**src/rtl/rbx_pkg.sv**
```systemverilog
package rbx_pkg;

    typedef enum logic [1:0] {
        DRV_NONE = 2'd0,
        DRV_A    = 2'd1,
        DRV_B    = 2'd2
    } drive_e;

    // Isolation dominates; otherwise direction picks the single driven side.
    function automatic drive_e pick_drive(input logic off, input logic toward_b);
        if (off) begin
            return DRV_NONE;
        end
        return toward_b ? DRV_B : DRV_A;
    endfunction

endpackage

```
**src/rtl/rbx_edge.sv**
```systemverilog
module rbx_edge #(
    parameter int N = 2
) (
    input  logic         clk,
    input  logic         rst_n,
    input  logic [N-1:0] lvl_i,
    output logic [N-1:0] rise_o
);

    typedef struct packed {
        logic [N-1:0] seen;
    } edge_t;

    edge_t st_d, st_q;

    always_comb begin
        st_d      = st_q;
        st_d.seen = lvl_i;
        rise_o    = lvl_i & ~st_q.seen;
    end

    always_ff @(posedge clk) begin
        if (!rst_n) begin
            st_q <= '0;
        end else begin
            st_q <= st_d;
        end
    end

    // A level held high yields one load strobe only.
    for (genvar i = 0; i < N; i++) begin : g_chk
        p_single_load_r2: assert property (@(posedge clk) disable iff (!rst_n)
            rise_o[i] |=> !rise_o[i]);
    end

endmodule

```
**src/rtl/rbx_store.sv**
```systemverilog
module rbx_store #(
    parameter int LANE_W = 8
) (
    input  logic              clk,
    input  logic              rst_n,
    input  logic              take_ab,
    input  logic              take_ba,
    input  logic [LANE_W-1:0] src_ab,
    input  logic [LANE_W-1:0] src_ba,
    output logic [LANE_W-1:0] ab_q,
    output logic [LANE_W-1:0] ba_q
);

    typedef struct packed {
        logic [LANE_W-1:0] ab;
        logic [LANE_W-1:0] ba;
    } store_t;

    store_t st_d, st_q;

    always_comb begin
        st_d = st_q;
        if (take_ab) begin
            st_d.ab = src_ab;
        end
        if (take_ba) begin
            st_d.ba = src_ba;
        end
    end

    always_ff @(posedge clk) begin
        if (!rst_n) begin
            st_q <= '0;
        end else begin
            st_q <= st_d;
        end
    end

    assign ab_q = st_q.ab;
    assign ba_q = st_q.ba;

    p_clear_r1: assert property (@(posedge clk) disable iff (!rst_n)
        $rose(rst_n) |-> (ab_q == '0 && ba_q == '0));

    p_load_ab_r2: assert property (@(posedge clk) disable iff (!rst_n)
        take_ab |=> ab_q == $past(src_ab));

    p_keep_ab_r2: assert property (@(posedge clk) disable iff (!rst_n)
        !take_ab |=> $stable(ab_q));

    p_load_ba_r3: assert property (@(posedge clk) disable iff (!rst_n)
        take_ba |=> ba_q == $past(src_ba));

    p_keep_ba_r3: assert property (@(posedge clk) disable iff (!rst_n)
        !take_ba |=> $stable(ba_q));

endmodule

```
**src/rtl/rbx_steer.sv**
```systemverilog
module rbx_steer
    import rbx_pkg::*;
#(
    parameter int LANE_W = 8
) (
    input  logic              clk,
    input  logic              rst_n,
    input  logic              out_off,
    input  logic              to_b,
    input  logic              use_reg_ab,
    input  logic              use_reg_ba,
    input  logic [LANE_W-1:0] a_in,
    input  logic [LANE_W-1:0] b_in,
    input  logic [LANE_W-1:0] ab_q,
    input  logic [LANE_W-1:0] ba_q,
    output logic [LANE_W-1:0] a_out,
    output logic [LANE_W-1:0] b_out,
    output logic              a_en,
    output logic              b_en,
    output logic [LANE_W-1:0] src_ab,
    output logic [LANE_W-1:0] src_ba
);

    drive_e mode;

    always_comb begin
        mode  = pick_drive(out_off, to_b);
        a_en  = (mode == DRV_A);
        b_en  = (mode == DRV_B);
        a_out = '0;
        b_out = '0;
        unique case (mode)
            DRV_A:   a_out = use_reg_ba ? ba_q : b_in;
            DRV_B:   b_out = use_reg_ab ? ab_q : a_in;
            default: ;
        endcase
        // A driven side loads the word the lane itself places on it.
        src_ab = a_en ? a_out : a_in;
        src_ba = b_en ? b_out : b_in;
    end

    p_quiet_r5: assert property (@(posedge clk) disable iff (!rst_n)
        out_off |-> (!a_en && !b_en && a_out == '0 && b_out == '0));

    p_one_side_r8: assert property (@(posedge clk) disable iff (!rst_n)
        !(a_en && b_en));

    p_whole_a_r9: assert property (@(posedge clk) disable iff (!rst_n)
        a_en |-> (a_out == b_in || a_out == ba_q));

    p_whole_b_r9: assert property (@(posedge clk) disable iff (!rst_n)
        b_en |-> (b_out == a_in || b_out == ab_q));

endmodule

```
**src/rtl/rbx_xcvr.sv**
```systemverilog
module rbx_xcvr
    import rbx_pkg::*;
#(
    parameter  int LANE_W = 8,
    parameter  int LANES  = 2,
    localparam int BUS_W  = LANE_W * LANES
) (
    input  logic             clk,
    input  logic             rst_n,
    input  logic [LANES-1:0] out_off,
    input  logic [LANES-1:0] to_b,
    input  logic [LANES-1:0] strobe_ab,
    input  logic [LANES-1:0] strobe_ba,
    input  logic [LANES-1:0] use_reg_ab,
    input  logic [LANES-1:0] use_reg_ba,
    input  logic [BUS_W-1:0] a_in,
    output logic [BUS_W-1:0] a_out,
    output logic [LANES-1:0] a_en,
    input  logic [BUS_W-1:0] b_in,
    output logic [BUS_W-1:0] b_out,
    output logic [LANES-1:0] b_en
);

    for (genvar k = 0; k < LANES; k++) begin : g_lane
        logic [1:0]        take;
        logic [LANE_W-1:0] ab_q;
        logic [LANE_W-1:0] ba_q;
        logic [LANE_W-1:0] src_ab;
        logic [LANE_W-1:0] src_ba;

        rbx_edge #(.N(2)) u_edge (
            .clk    (clk),
            .rst_n  (rst_n),
            .lvl_i  ({strobe_ba[k], strobe_ab[k]}),
            .rise_o (take)
        );

        rbx_store #(.LANE_W(LANE_W)) u_store (
            .clk     (clk),
            .rst_n   (rst_n),
            .take_ab (take[0]),
            .take_ba (take[1]),
            .src_ab  (src_ab),
            .src_ba  (src_ba),
            .ab_q    (ab_q),
            .ba_q    (ba_q)
        );

        rbx_steer #(.LANE_W(LANE_W)) u_steer (
            .clk        (clk),
            .rst_n      (rst_n),
            .out_off    (out_off[k]),
            .to_b       (to_b[k]),
            .use_reg_ab (use_reg_ab[k]),
            .use_reg_ba (use_reg_ba[k]),
            .a_in       (a_in[k*LANE_W +: LANE_W]),
            .b_in       (b_in[k*LANE_W +: LANE_W]),
            .ab_q       (ab_q),
            .ba_q       (ba_q),
            .a_out      (a_out[k*LANE_W +: LANE_W]),
            .b_out      (b_out[k*LANE_W +: LANE_W]),
            .a_en       (a_en[k]),
            .b_en       (b_en[k]),
            .src_ab     (src_ab),
            .src_ba     (src_ba)
        );

        // With isolation active, a load takes the pad input word.
        p_iso_load_ab_r4: assert property (@(posedge clk) disable iff (!rst_n)
            (take[0] && out_off[k]) |=> ab_q == $past(a_in[k*LANE_W +: LANE_W]));

        p_iso_load_ba_r4: assert property (@(posedge clk) disable iff (!rst_n)
            (take[1] && out_off[k]) |=> ba_q == $past(b_in[k*LANE_W +: LANE_W]));
    end

endmodule

```
**config.mk**
```make
export PLATFORM = sky130hd
export DESIGN_NAME = rbx_xcvr
export DESIGN_NICKNAME = d
export VERILOG_FILES = /design/src/rtl/rbx_pkg.sv /design/src/rtl/rbx_edge.sv /design/src/rtl/rbx_store.sv /design/src/rtl/rbx_steer.sv /design/src/rtl/rbx_xcvr.sv
export SDC_FILE = /design/constraint.sdc
export NUM_CORES = 1
export LEC_CHECK = 0
export BUFFER_PORTS_ARGS = -buffer_cell sky130_fd_sc_hd__buf_2
export CORE_UTILIZATION = 50
export CTS_CLUSTER_SIZE = 28
export DETAILED_ROUTE_END_ITERATION = 10
export PLACE_DENSITY = 0.9
export SLEW_MARGIN = 40
export SYNTH_ARGS = -nofsm -noshare
export SYNTH_HDL_FRONTEND = slang
export SYNTH_SLANG_ARGS = --single-unit
```
**constraint.sdc**
```tcl
create_clock -name clk -period 1.25 [get_ports clk]
set_input_delay 0.1875 -clock clk [delete_from_list [all_inputs] [get_ports clk]]
set_output_delay 0.1875 -clock clk [all_outputs]
set_load 0.05 [all_outputs]
```
**Word level (Yosys, flattened, before mapping)**

Cells that the tools add are included.

- Equal/unequal tests: 4
- Muxes and demuxes: 20
- Bitwise logic cells: 4

Operators with widths:

| operator | count |
|---|---|
| 2-to-1 mux 8 bit | 12 |
| 2-to-1 mux 2 bit | 6 |
| bitwise AND 2 bit | 2 |
| == test 2 x 1 -> 1 bit, second input constant | 2 |
| == test 2 bit, second input constant | 2 |
| NOT 2 bit | 2 |
| 2-to-1 mux 1 bit | 2 |

- Flip-flop bits (word level): 36
- Output and inout port bits: 36
- Logic and storage cells: 34

**Logic depth before layout (Yosys ltp)**

Gate-level depths: netlist of run 1.

- Word-level depth: 5
- Gate-level depth with buffers: 5
- Depth with buffers taken out: 4

**Modules after synthesis**

Synthesis of run 1 repeated with hierarchy kept, for this count alone.

- Cell total of the unflattened synthesis: 260
- Area total of the unflattened synthesis: 2,349.8 µm²

By module, submodules not included:

| module | times used | cells each | area an instance (µm²) | seq. area each (µm²) |
|---|---|---|---|---|
| rbx_store | 2 | 51 | 608.1 | 320.3 |
| rbx_steer | 2 | 73 | 486.7 | 0.0 |
| rbx_edge | 2 | 6 | 80.1 | 40.0 |

**Least setup slack after synthesis of run 1**

OpenSTA, ideal clock, no wires.

- Path kind: input to register
- Start: in use_reg_ab[1]
- End: reg g_lane[1].u_store.st_q, in the netlist g_lane[1].u_store.ba_q[0]
- Setup time: 0.061 ns
- Data arrival time: 1.514 ns
- Setup slack: -0.326 ns
- Cell stages on the path: 4
- Cell sequence: clkbuf_2 mux2i_1 nor2_1 o221a_2

- Cells in the longest elaborated chain, start to end: 3

RTL lines:

| what | line | source |
|---|---|---|
| start, declared | rbx_xcvr.sv:14 | `input logic [LANES-1:0] use_reg_ab,` |
| 2-to-1 mux 8 bit | rbx_steer.sv:34 | `DRV_B: b_out = use_reg_ab ? ab_q : a_in;` |
| 2-to-1 mux 8 bit | rbx_steer.sv:32 | `unique case (mode)` |
| via b_out[8] | rbx_xcvr.sv:20 | `output logic [BUS_W-1:0] b_out,` |
| 2-to-1 mux 8 bit | rbx_steer.sv:39 | `src_ba = b_en ? b_out : b_in;` |
| end signal, assigned | rbx_store.sv:35 | `st_q <= st_d;` |
| end, declared | rbx_store.sv:19 | `store_t st_d, st_q;` |

The timed path passes the listed nets, and every way through them passes these cells.
A chain may end at the register's enable or synchronous reset.

**Worst setup path in the final report of run 1**

- Start: reg g_lane[0].u_store.st_q, in the netlist g_lane[0].u_store.ab_q[1]
- End: out b_out[1]

- Cells in the longest elaborated chain, start to end: 2

RTL lines:

| what | line |
|---|---|
| start, declared | rbx_store.sv:19 |
| start signal, assigned | rbx_store.sv:35 |
| 2-to-1 mux 8 bit | rbx_steer.sv:34 |
| 2-to-1 mux 8 bit | rbx_steer.sv:32 |
| end, declared | rbx_xcvr.sv:20 |

Every way passes these cells.

==> reports/qor_table.md, run 1 <==
| Group | Metric | This run |
| --- | --- | --- |
| outcome | Status | finished with violations |
| outcome | Failing checks | setup timing |
| global route | Overflow after GRT | 0 |
| sta | Setup-violating endpoint count in the final report | 3 |
| routing | Number of vias in the routed layout | 2123 |
| min path | Worst hold stages | 2 |
| final layout | Most frequent standard cell in the layout excluding fill and tap cells | buf_2 |
| global route | GRT Resource Usage Total | 26.4% |
| sta | Slew at the pin closest to its max-slew limit | 0.376 ns |
| routing | DRC | 0 |
| yosys | Synthesized area | 2250 sq um |
| final layout | Net count reported at finish | 365 |
| floorplan | Count of boundary I/O pins | 82 |
| clocking | CTS root buffer | clkbuf_8 |
| final layout | Share of final-layout standard cells stronger than drive strength 1 | 75.9% |
| clocking | Maximum count of clock buffers along a single path | 2 |
| routing | Starting DRC count in detailed routing | 124 |
| clocking | Post-CTS Hold Fix Bufs | 0 |
| global route | Met3 Usage GRT | 4.53% |
| global route | Met2 track demand over resource in global routing | 45.6% |
| floorplan | Floorplan Core Area | 4320 sq um |
| sta | Setup repair after global routing missed its margin | true |
| placed design | Quantity of I/O buffers inserted on ports | 81 |
| sta | Post-route setup slack | -0.00449 ns |
| critical path | Crit path DAT | 1.07 ns |
| yosys | Yosys synthesis warning count | 0 |
| clocking | Clock buffers created by TritonCTS | 5 |
| global route | Pin count of the biggest net entering global routing | 37 |
| global route | Global Route met1 Usage | 33.3% |
| routing | Final routed wire length divided by cell count | 17.9 microns |
| sta | Remaining max-slew budget at the tightest pin | 75.0% |
| critical path | Startpoint types | flip-flop |
| sta | Hold Violations, Final | 0 |
| pwr | Overall power of the completed layout | 3.32 mW |
| floorplan | Starting Density | 52.0% |
| critical path | Crit-path max FO | 2 |
| global route | Number of global-route vias before repair | 2025 |
| floorplan | Width of the die | 69.0 microns |
| sta | Post-route fraction of the period consumed by the critical path | 100% |
| final layout | Layout Area Growth over Synthesis | 54.0% |
| sta | Top achievable clock speed | 0.797 GHz |
| routing | Final antenna-violating net count | 0 |
| clocking | Clock-pin slew reported for the worst setup and hold paths after clock tree synthesis | 0.07 ns |
| yosys | Complex-gate fraction of the synthesized area | 25.8% |
| placed design | Cell area after placement | 2790 sq um |
| yosys | Register bit count reported by yosys | 36 |
| clocking | Count of clock tree sinks | 36 |
| routing | DR vias/cell | 5.71 |
| global route | Antenna violations before repair | 0 |
| pwr | Worst supply voltage drop on vdd | 0.647 mV |
| pwr | Static power due to leakage | 1.42 nW |
| min path | Hold WC Path Type | input pin to flip-flop |
| yosys | Cells after Synth | 234 |
| yosys | Yosys cell types | 22 |
| final layout | Most used cells in the layout excluding fill and tap cells | 43 x buf_2, 29 x buf_6, 28 x o221a_2 |
| placed design | Final RePlAce weighted congestion | 0.866 |
| placed design | Post-DP HPWL | 4120 microns |
| critical path | CP Capture Type | primary output |
| global route | Wire length of the first global-routing pass | 9980 microns |
| final layout | Final standard cell area without fillers | 3460 sq um |
| yosys | Synth Net Count | 280 |
| critical path | Worst endpoint required time | 1.06 ns |
| yosys | Post-Synth Simple-Gate Area | 16.9% |
| yosys | Main combinational cell family by area after synthesis | compound AO/OA/AOI/OAI gates |
| sta | Maximum clock skew at final layout | 0.00655 ns |
| yosys | Area share of fa/ha/maj cells after synthesis | 0% |
| sta | Fin crit period | 1.25 ns |
| yosys | Post-synthesis sequential area ratio | 32.1% |
| final layout | Layout filler cell count | 244 |
| yosys | Multiplexer share of the synthesized area | 14.3% |
| pwr | PwrDens | 959 nW/um^2 |
| sta | Aggregate negative setup slack | -0.00619 ns |
| clocking | Number of H-tree branching levels | 2 |
| floorplan | Std cell rows | 24 |
| yosys | Per-instance average area after synthesis | 9.60 sq um |
| routing | Length of the first detailed-routing pass in iterations | 4 |
| placed design | Cell total after placement | 360 |
| floorplan | DIE AREA | 4770 sq um |
| final layout | Finished Layout Cells | 372 |
| sta | Number of slew-limit violations in the final report | 0 |
| clocking | Clock tree from TritonCTS | yes |
| clocking | Later-pin clock latency in the skew report | 0.29 ns |
| critical path | Length in cells of the worst reg-to-reg path | 3 |
| yosys | Xor and xnor area share after synthesis | 0% |
| floorplan | Die outline height | 69.0 microns |
| critical path | Start-to-end type of the worst setup path | flip-flop to primary output |
| job | Number of maximum-capacitance violations | 0 |
| global route | Gr busiest metal | met2 |
| final layout | Antenna fix cells | 0 |
| routing | Total wire length | 6650 microns |
==> timing repair <==
item	4_1_cts	5_1_grt
resized for setup	80	73
pin swaps	1	7
setup buffers	0	4
endpoints found under the hold margin	0	0
endpoints found under the setup margin	32	37
==> synthesized netlist by cell type <==
library cell,n,area (sq um)
o221a_2,28,315
dfxtp_1,36,721
inv_1,18,67.6
nor2_1,16,60.1
nor2b_1,2,12.5
clkbuf_8,1,13.8
buf_4,8,60.1
nor2_4,16,180
mux2i_1,32,320
o21ai_0,16,80.1
or2_1,2,12.5
and2_1,4,25.0
buf_2,2,10.0
inv_6,2,17.5
buf_6,4,45.0
clkbuf_1,3,11.3
clkbuf_2,4,20.0
o221a_1,4,45.0
o21ai_2,16,140
and2b_2,2,17.5
nand2b_1,2,12.5
nand2_1,16,60.1
==> power by group <==
group          switching [mW]  internal (mW)  leakage [nW]  total, mW
combinational           0.624          0.490          1.06       1.11
sequential             0.0747           1.25         0.307       1.33
clock                   0.438          0.440        0.0510      0.878
==> layout make-up <==
type	instances	area [sq um]	share of cell area [%]
Clock buffer	6	82.6	2.39
Clock inverter	2	10.0	0.289
Inverter	20	85.1	2.46
Multi-Input combinational cell	156	1640	47.4
Sequential cell	36	754	21.8
Tap cell	52	65.1	1.88
Timing Repair Buffer	100	822	23.8
==> stage by stage <==
step / util, % / setup WS [ns] / hold WS (ns)
after floorplan: - / -0.0317 / 0.309
after global placement: 64.5 / -0.0534 / 0.401
after detailed placement: 64.5 / -0.0761 / 0.406
after CTS: 72.6 / -0.0171 / 0.109
after global routing: 80.0 / -0.0561 / 0.109
final: 80.0 / -0.00449 / 0.108
==> critical path, stage by stage, from the launching register on <==
cell     delay [ns]
dfxtp_2        0.38
mux2i_4        0.10
nor2_4         0.13
buf_6          0.17
==> cells by family after synthesis <==
group                  after synthesis
multiplexers                        32
AO/OA/AOI/OAI                       64
AND/OR/NAND/NOR                     60
buffers and inverters               42
flip-flops                          36
==> registers in the layout, summed over array words and instances, names as in the netlist <==
name                 flops
g_lane.u_edge.st_q       4
g_lane.u_store.ab_q     16
g_lane.u_store.ba_q     16
==> layer usage <==
| layer | routed length (microns) | share of wire (%) |
|---|---|---|
| met4 | 114 | 1.7 |
| met3 | 320 | 4.8 |
| met2 | 3560 | 53 |
| met1 | 2660 | 40 |
| met5 | 0 | 0 |
==> path summary, 6_finish.rpt <==
path                                               start                                endpoint  slack, ns
setup / recovery  g_lane[0].u_store.ab_q[1]$_SDFFE_PN0P_                                b_out[1]     -0.004
hold / removal                              strobe_ab[0]     g_lane[0].u_edge.st_q[0]$_SDFF_PN0_       0.11
setup reg to reg     g_lane[1].u_edge.st_q[1]$_SDFF_PN0_  g_lane[1].u_store.ba_q[2]$_SDFFE_PN0P_       0.04
hold reg to reg   g_lane[0].u_store.ab_q[3]$_SDFFE_PN0P_  g_lane[0].u_store.ab_q[3]$_SDFFE_PN0P_       0.54
No activity file was read; power rests on OpenSTA's default activity.
==> inputs of run 2 (changes only) <==
Settings changed: SETUP_SLACK_MARGIN set to 0.3.
==> run 2 against run 1 <==
Against the previous run:
- the flow now stops in 5_1_grt
- synthesized cell count unchanged
- area after synthesis is the same
==> reports/qor_table.md, run 2 <==
| Group | Metric | This run |
| --- | --- | --- |
| clocking | Number of H-tree branching levels | 2 |
| outcome | Tool error message | [ERROR DPL-0038] Utilization greater than 100%, impossible to legalize |
| clocking | Maximum count of clock buffers along a single path | 2 |
| sta | Type of pin the worst path ends at | output port |
| yosys | Synth Net Count | 280 |
| yosys | Leading register cell type out of synthesis | dfxtp_1 |
| clocking | Post-CTS Hold Fix Bufs | 0 |
| clocking | Clock buffers created by TritonCTS | 5 |
| yosys | Share of the synthesized area in the top cell type | 32.1% |
| placed design | Final RePlAce weighted congestion | 0.868 |
| yosys | Synth cell count leaders | 36 x dfxtp_1, 32 x mux2i_1, 28 x o221a_2 |
| yosys | Cells after Synth | 234 |
| yosys | Biggest area contributors in the synthesized netlist | dfxtp_1 32%, mux2i_1 14%, o221a_2 14% |
| floorplan | Width of the die | 69.0 microns |
| yosys | Synthesized area | 2250 sq um |
| yosys | Largest area contributor in the synthesized netlist | dfxtp_1 |
| yosys | Dominant cell by count in the synthesized netlist | dfxtp_1 |
| global route | Pin count of the biggest net entering global routing | 37 |
| outcome | Last stage reached | 5_1_grt |
| placed design | Cell area after placement | 3020 sq um |
| floorplan | Count of boundary I/O pins | 82 |
| clocking | Count of clock tree sinks | 36 |
| yosys | Number of synthesized flops with an enable pin | 0 |
| floorplan | Starting Density | 52.0% |
| yosys | Register bit count reported by yosys | 36 |
| yosys | Per-instance average area after synthesis | 9.60 sq um |
| floorplan | Std cell rows | 24 |
| outcome | Status | aborted with a tool error |
| yosys | Yosys synthesis warning count | 0 |
| placed design | Post-DP HPWL | 4420 microns |
| clocking | CTS root buffer | clkbuf_8 |
| yosys | Synth async-reset ratio | 0% |
| yosys | Yosys cell types | 22 |
| sta | Worst-path endpoint after global-route repair_timing | a_out[8] |
| placed design | Quantity of I/O buffers inserted on ports | 81 |
| floorplan | Die outline height | 69.0 microns |
| yosys | Post-synthesis sequential area ratio | 32.1% |
==> run 2: cell families after synthesis <==
group                  share of synthesized area (%)
AO/OA/AOI/OAI                                   25.8
AND/OR/NAND/NOR                                 16.9
buffers and inverters                           10.9
flip-flops                                      32.1
multiplexers                                    14.3
==> run 2: what timing repair did <==
action | in CTS
pin swaps | 44
setup buffers | 28
gates cloned | 7
resized for setup | 215
setup endpoints to repair | 68
==> run 2: per-stage QoR <==
stage / hold slack, ns / utilization, % / setup WS [ns] / cells / TNS, ns
2_1_floorplan: 0.309 / - / 0.0928 / 234 / 0
3_3_place_gp: 0.402 / 69.8 / -0.00877 / 367 / -0.0373
3_5_place_dp: 0.405 / 69.8 / -0.0323 / 367 / -0.336
4_1_cts: 0.119 / 96.4 / -0.0176 / 410 / -0.0600
==> inputs of run 3 (changes only) <==
Settings changed: CORE_UTILIZATION 50 to 40, CTS_CLUSTER_SIZE 28 to unset, PLACE_DENSITY 0.9 to unset, PLACE_DENSITY_LB_ADDON set to 0.15, SETUP_SLACK_MARGIN 0.3 to unset.
==> run 3 against run 2 <==
Against the previous run:
- the flow now finishes without violations
==> reports/qor_table.md, run 3 (synthesis results as in run 1) <==
| Group | Metric | This run |
| --- | --- | --- |
| pwr | Gate power share | 31.8% |
| sta | Fin crit period | 1.23 ns |
| placed design | Final RePlAce weighted congestion | 0.762 |
| pwr | Internal | 2.34 mW |
| routing | Final routed wire length divided by cell count | 14.8 microns |
| final layout | Most used cells in the layout excluding fill and tap cells | 46 x buf_2, 29 x buf_6, 28 x o221a_2, 28 x dfxtp_2, 27 x nor2_4 |
| floorplan | DIE AREA | 5920 sq um |
| clocking | Count of clock tree sinks | 36 |
| pwr | Share of total power in sequential cells | 38.2% |
| global route | Overflow after GRT | 0 |
| sta | Hold Violations, Final | 0 |
| floorplan | Std cell rows | 26 |
| clocking | Post-CTS Hold Fix Bufs | 0 |
| routing | DRC | 0 |
| critical path | Crit-path max FO | 2 |
| global route | Pin count of the biggest net entering global routing | 37 |
| global route | Wire length of the first global-routing pass | 9980 microns |
| floorplan | Die outline height | 77.0 microns |
| routing | Starting DRC count in detailed routing | 71 |
| final layout | Most frequent standard cell in the layout excluding fill and tap cells | buf_2 |
| final layout | Share of final-layout standard cells stronger than drive strength 1 | 76.6% |
| pwr | Proportion of power drawn by the clock network | 30.0% |
| placed design | Quantity of I/O buffers inserted on ports | 81 |
| critical path | Crit path DAT | 1.05 ns |
| placed design | Post-DP HPWL | 4090 microns |
| floorplan | Width of the die | 77.0 microns |
| pwr | Overall power of the completed layout | 3.45 mW |
| floorplan | Starting Density | 42.6% |
| sta | Top achievable clock speed | 0.810 GHz |
| clocking | Clock-pin slew reported for the worst setup and hold paths after clock tree synthesis | 0.08 ns |
| routing | Length of the first detailed-routing pass in iterations | 4 |
| critical path | Start-to-end type of the worst setup path | flip-flop to primary output |
| sta | Remaining max-slew budget at the tightest pin | 76.2% |
| sta | Post-route fraction of the period consumed by the critical path | 98.8% |
| sta | Slew at the pin closest to its max-slew limit | 0.357 ns |
| global route | Number of global-route vias before repair | 2052 |
| pwr | PwrDens | 980 nW/um^2 |
| clocking | Number of H-tree branching levels | 2 |
| pwr | Worst supply voltage drop on vdd | 0.550 mV |
| critical path | CP Capture Type | primary output |
| clocking | Clock tree from TritonCTS | yes |
| floorplan | Floorplan Core Area | 5270 sq um |
| sta | Maximum clock skew at final layout | 0.00455 ns |
| pwr | Static power due to leakage | 1.46 nW |
| sta | Setup repair after global routing missed its margin | true |
| pwr | Switch share | 32.2% |
| routing | Total wire length | 5850 microns |
| routing | Final antenna-violating net count | 0 |
| sta | Setup-violating endpoint count in the final report | 0 |
| floorplan | Count of boundary I/O pins | 82 |
| outcome | Status | complete, no violations |
| clocking | Later-pin clock latency in the skew report | 0.29 ns |
| routing | DR vias/cell | 5.23 |
| min path | Hold WC Path Type | input pin to flip-flop |
| sta | Number of slew-limit violations in the final report | 0 |
| global route | Antenna violations before repair | 0 |
| critical path | Startpoint types | flip-flop |
| critical path | Worst endpoint required time | 1.06 ns |
| clocking | Maximum count of clock buffers along a single path | 2 |
| sta | Aggregate negative setup slack | 0 ns |
| clocking | Clock buffers created by TritonCTS | 5 |
| final layout | Net count reported at finish | 370 |
| clocking | CTS root buffer | clkbuf_8 |
| pwr | Total net switching power | 1.11 mW |
| job | Number of maximum-capacitance violations | 0 |
| routing | Number of vias in the routed layout | 2066 |
| final layout | Antenna fix cells | 0 |
| final layout | Layout Area Growth over Synthesis | 56.7% |
| global route | GRT Resource Usage Total | 21.2% |
[run 3: repair_timing]
action / CTS / global route
cloned: 0 / 0
buffers inserted: 0 / 3
pin swaps: 0 / 2
setup endpoints to repair: 33 / 36
gates resized for setup: 85 / 58
[run 3: power groups by stage]
stage | logic, mW | clock network [mW] | registers [mW]
final | 1.10 | 1.03 | 1.32
after detailed placement | 0.911 | 0 | 1.30
after CTS | 1.03 | 1.07 | 1.29
after floorplan | 0.670 | 0 | 1.29
after global placement | 0.903 | 0 | 1.30
after global routing | 1.17 | 1.14 | 1.33
[run 3: worst max-delay path: stages (launching register included)]
cell and delay [ns]:
dfxtp_2 0.33, mux2i_2 0.21, nor2_4 0.06, buf_6 0.15
[run 3: layer usage]
layer	global-route usage, %	share of wire, %	routed length [microns]
met3	4.29	5.3	313
met5	0	0	0
met2	35.3	49	2860
met4	5.77	1.1	66
met1	27.6	45	2610
[run 3: final cells by class]
| type | instances | area (sq um) |
|---|---|---|
| clock buffer | 5 | 68.8 |
| tap | 70 | 87.6 |
| sequential | 36 | 756 |
| inverter | 20 | 85.1 |
| multi-input combinational | 156 | 1610 |
| timing repair buffer | 105 | 867 |
| fill | 420 | 1750 |
| clock inverter | 3 | 42.5 |
[run 3: path summary, 6_finish.rpt]
kind	from	endpoint	slack (ns)	cells past startpoint
min	strobe_ab[1]	g_lane[1].u_edge.st_q[0]$_SDFF_PN0_	0.11	2
max reg2reg	g_lane[0].u_edge.st_q[1]$_SDFF_PN0_	g_lane[0].u_store.ba_q[2]$_SDFFE_PN0P_	0.09	3
min reg2reg	g_lane[0].u_store.ab_q[4]$_SDFFE_PN0P_	g_lane[0].u_store.ab_q[4]$_SDFFE_PN0P_	0.54	1
max	g_lane[0].u_store.ab_q[0]$_SDFFE_PN0P_	b_out[0]	0.02	3
[run 3: through the flow]
stage          hold slack (ns)  setup WS, ns  cell area, sq um  utilization [%]  instances
2_1_floorplan            0.309       -0.0317              2340                -        234
3_3_place_gp             0.399       -0.0564              2900             54.9        384
3_5_place_dp             0.405       -0.0622              2900             54.9        384
4_1_cts                  0.100      0.000882              3280             62.3        392
5_1_grt                  0.103       -0.0458              3520             66.8        395
6_report                 0.113        0.0156              3520             66.8        395
==> inputs of run 4 (changes only) <==
Settings changed: PLACE_DENSITY set to 0.68, PLACE_DENSITY_LB_ADDON 0.15 to unset.
==> run 4 against run 3 <==
Against the previous run:
- combinational power about the same
- count of clock-buffer cells in the layout up 1
- via count down 0.58%
- first-iteration DRC count up 30%
- critical path depth unchanged
- sequential power about the same
- clock skew down 0.0016 ns
- critical path type unchanged
- critical endpoint is now b_out[12]
==> reports/qor_table.md, run 4 (synthesis results as in run 1) <==
| Group | Metric | This run |
| --- | --- | --- |
| outcome | Status | complete, no violations |
| placed design | Cell area after placement | 2900 sq um |
| clocking | Clock buffers created by TritonCTS | 5 |
| placed design | Setup WS pre-CTS | -0.0512 ns |
| clocking | Clock-pin slew reported for the worst setup and hold paths after clock tree synthesis | 0.07 ns |
| min path | Worst hold stages | 2 |
| global route | Antenna violations before repair | 0 |
| final layout | Utilization after layout | 68.0% |
| floorplan | Std cell rows | 26 |
| min path | Hold WC Path Type | input pin to flip-flop |
| critical path | CP Capture Type | primary output |
| pwr | Static power due to leakage | 1.47 nW |
| final layout | Share of final-layout standard cells stronger than drive strength 1 | 77.3% |
| clocking | Number of H-tree branching levels | 2 |
| final layout | Most frequent standard cell in the layout excluding fill and tap cells | buf_2 |
| routing | Final antenna-violating net count | 0 |
| final layout | Final standard cell area without fillers | 3580 sq um |
| clocking | CTS root buffer | clkbuf_8 |
| floorplan | Starting Density | 42.6% |
| global route | Pin count of the biggest net entering global routing | 37 |
| clocking | Clock tree from TritonCTS | yes |
| critical path | Worst endpoint required time | 1.06 ns |
| placed design | Quantity of I/O buffers inserted on ports | 81 |
| sta | Post-route fraction of the period consumed by the critical path | 99.7% |
| clocking | Maximum count of clock buffers along a single path | 2 |
| placed design | Post-DP HPWL | 4130 microns |
| clocking | Later-pin clock latency in the skew report | 0.29 ns |
| routing | DR vias/cell | 5.19 |
| critical path | FF-to-FF setup slack | 0.10 ns |
| pwr | Worst supply voltage drop on vdd | 0.425 mV |
| final layout | Antenna fix cells | 0 |
| critical path | Crit-path max FO | 2 |
| floorplan | DIE AREA | 5920 sq um |
| sta | Setup-violating endpoint count in the final report | 0 |
| critical path | Worst R2R End | g_lane[0].u_store.ba_q[4]$_SDFFE_PN0P_ |
| job | Number of maximum-capacitance violations | 0 |
| routing | DRC | 0 |
| sta | Fin crit period | 1.25 ns |
| sta | Hold Violations, Final | 0 |
| routing | Number of vias in the routed layout | 2054 |
| global route | Number of global-route vias before repair | 2037 |
| sta | Maximum clock skew at final layout | 0.00293 ns |
| routing | Starting DRC count in detailed routing | 92 |
| sta | Remaining max-slew budget at the tightest pin | 79.3% |
| routing | Total wire length | 6240 microns |
| sta | Number of slew-limit violations in the final report | 0 |
| critical path | Crit path DAT | 1.06 ns |
| global route | GRT Resource Usage Total | 21.6% |
| floorplan | Count of boundary I/O pins | 82 |
| sta | Post-route setup slack | 0.00430 ns |
| global route | Wire length of the first global-routing pass | 10000 microns |
| critical path | Length in cells of the worst reg-to-reg path | 3 |
| routing | Final routed wire length divided by cell count | 15.8 microns |
| min path | Endpoint, Worst Hold | g_lane[1].u_edge.st_q[0]$_SDFF_PN0_ |
| global route | Overflow after GRT | 0 |
| critical path | Startpoint of the worst register-to-register path | g_lane[0].u_edge.st_q[1]$_SDFF_PN0_ |
| floorplan | Floorplan Core Area | 5270 sq um |
| pwr | PwrDens | 932 nW/um^2 |
| floorplan | Die outline height | 77.0 microns |
| final layout | Layout Area Growth over Synthesis | 59.5% |
| final layout | Net count reported at finish | 371 |
| final layout | Most used cells in the layout excluding fill and tap cells | 43 x buf_2, 30 x dfxtp_2, 30 x buf_6 |
| sta | Top achievable clock speed | 0.803 GHz |
| floorplan | Width of the die | 77.0 microns |
| clocking | Count of clock tree sinks | 36 |
| routing | Length of the first detailed-routing pass in iterations | 4 |
| min path | Beginning of the worst hold path | strobe_ab[1] |
| sta | Setup repair after global routing missed its margin | true |
| critical path | Start-to-end type of the worst setup path | flip-flop to primary output |
| sta | Slew at the pin closest to its max-slew limit | 0.310 ns |
| critical path | Startpoint types | flip-flop |
| placed design | Final RePlAce weighted congestion | 0.762 |
run 4: power by group:
part	leakage, nW	internal [mW]	switching, mW	total (mW)
Combinational	1.11	0.516	0.616	1.13
Sequential	0.308	1.25	0.0754	1.33
Clock	0.0510	0.440	0.441	0.881
Total	1.47	2.21	1.13	3.34
run 4: critical path, cell delays in order (launching register included):
cell and delay (ns):
dfxtp_2 0.33, mux2i_2 0.22, nor2_4 0.06, buf_6 0.15
run 4: layer usage:
layer	vias to the layer above	wire, microns	global-route usage (%)
met5	-	0	0
met4	0	41	4.04
met3	5	323	5.24
met2	76	3200	36.2
met1	954	2670	28.1
li1	1019	-	-
run 4: area by class of cell:
| class | instances | area [sq um] |
|---|---|---|
| fillers | 415 | 1690 |
| multi-input cells | 156 | 1680 |
| repair buffers | 106 | 886 |
| flip-flops and latches | 36 | 758 |
| well taps | 70 | 87.6 |
| inverters | 20 | 85.1 |
| clock buffers | 6 | 82.6 |
| clock inverters | 2 | 10.0 |
run 4: repair_timing:
action / in CTS / in global routing
buffers inserted: 0 / 3
pin swaps: 0 / 6
setup endpoints to repair: 33 / 38
cloned: 0 / 0
gates resized for setup: 90 / 67
hold buffers: 0 / 0
run 4: worst max-delay path by stage:
stage                                      startpoint                                      to  slack, ns  cells past startpoint
2_1_floorplan                           use_reg_ab[0]  g_lane[0].u_store.ba_q[3]$_SDFFE_PN0P_      -0.03                      4
3_3_place_gp                            use_reg_ba[0]  g_lane[0].u_store.ab_q[7]$_SDFFE_PN0P_      -0.05                      5
3_5_place_dp                               out_off[0]                                a_out[0]      -0.05                      5
4_1_cts        g_lane[1].u_store.ba_q[3]$_SDFFE_PN0P_                               a_out[11]      -0.01                      3
5_1_grt        g_lane[1].u_store.ab_q[4]$_SDFFE_PN0P_                               b_out[12]      -0.05                      3
6_report       g_lane[1].u_store.ab_q[4]$_SDFFE_PN0P_                               b_out[12]      0.004                      3
run 4: metrics by stage:
step	power, mW	setup TNS, ns	hold slack [ns]	instances
after CTS	3.22	-0.0117	0.106	393
after global routing	3.52	-0.263	0.100	396
final	3.34	0	0.109	396
after detailed placement	2.21	-0.811	0.406	385
after global placement	2.20	-0.579	0.401	385
after floorplan	1.96	-0.158	0.309	234
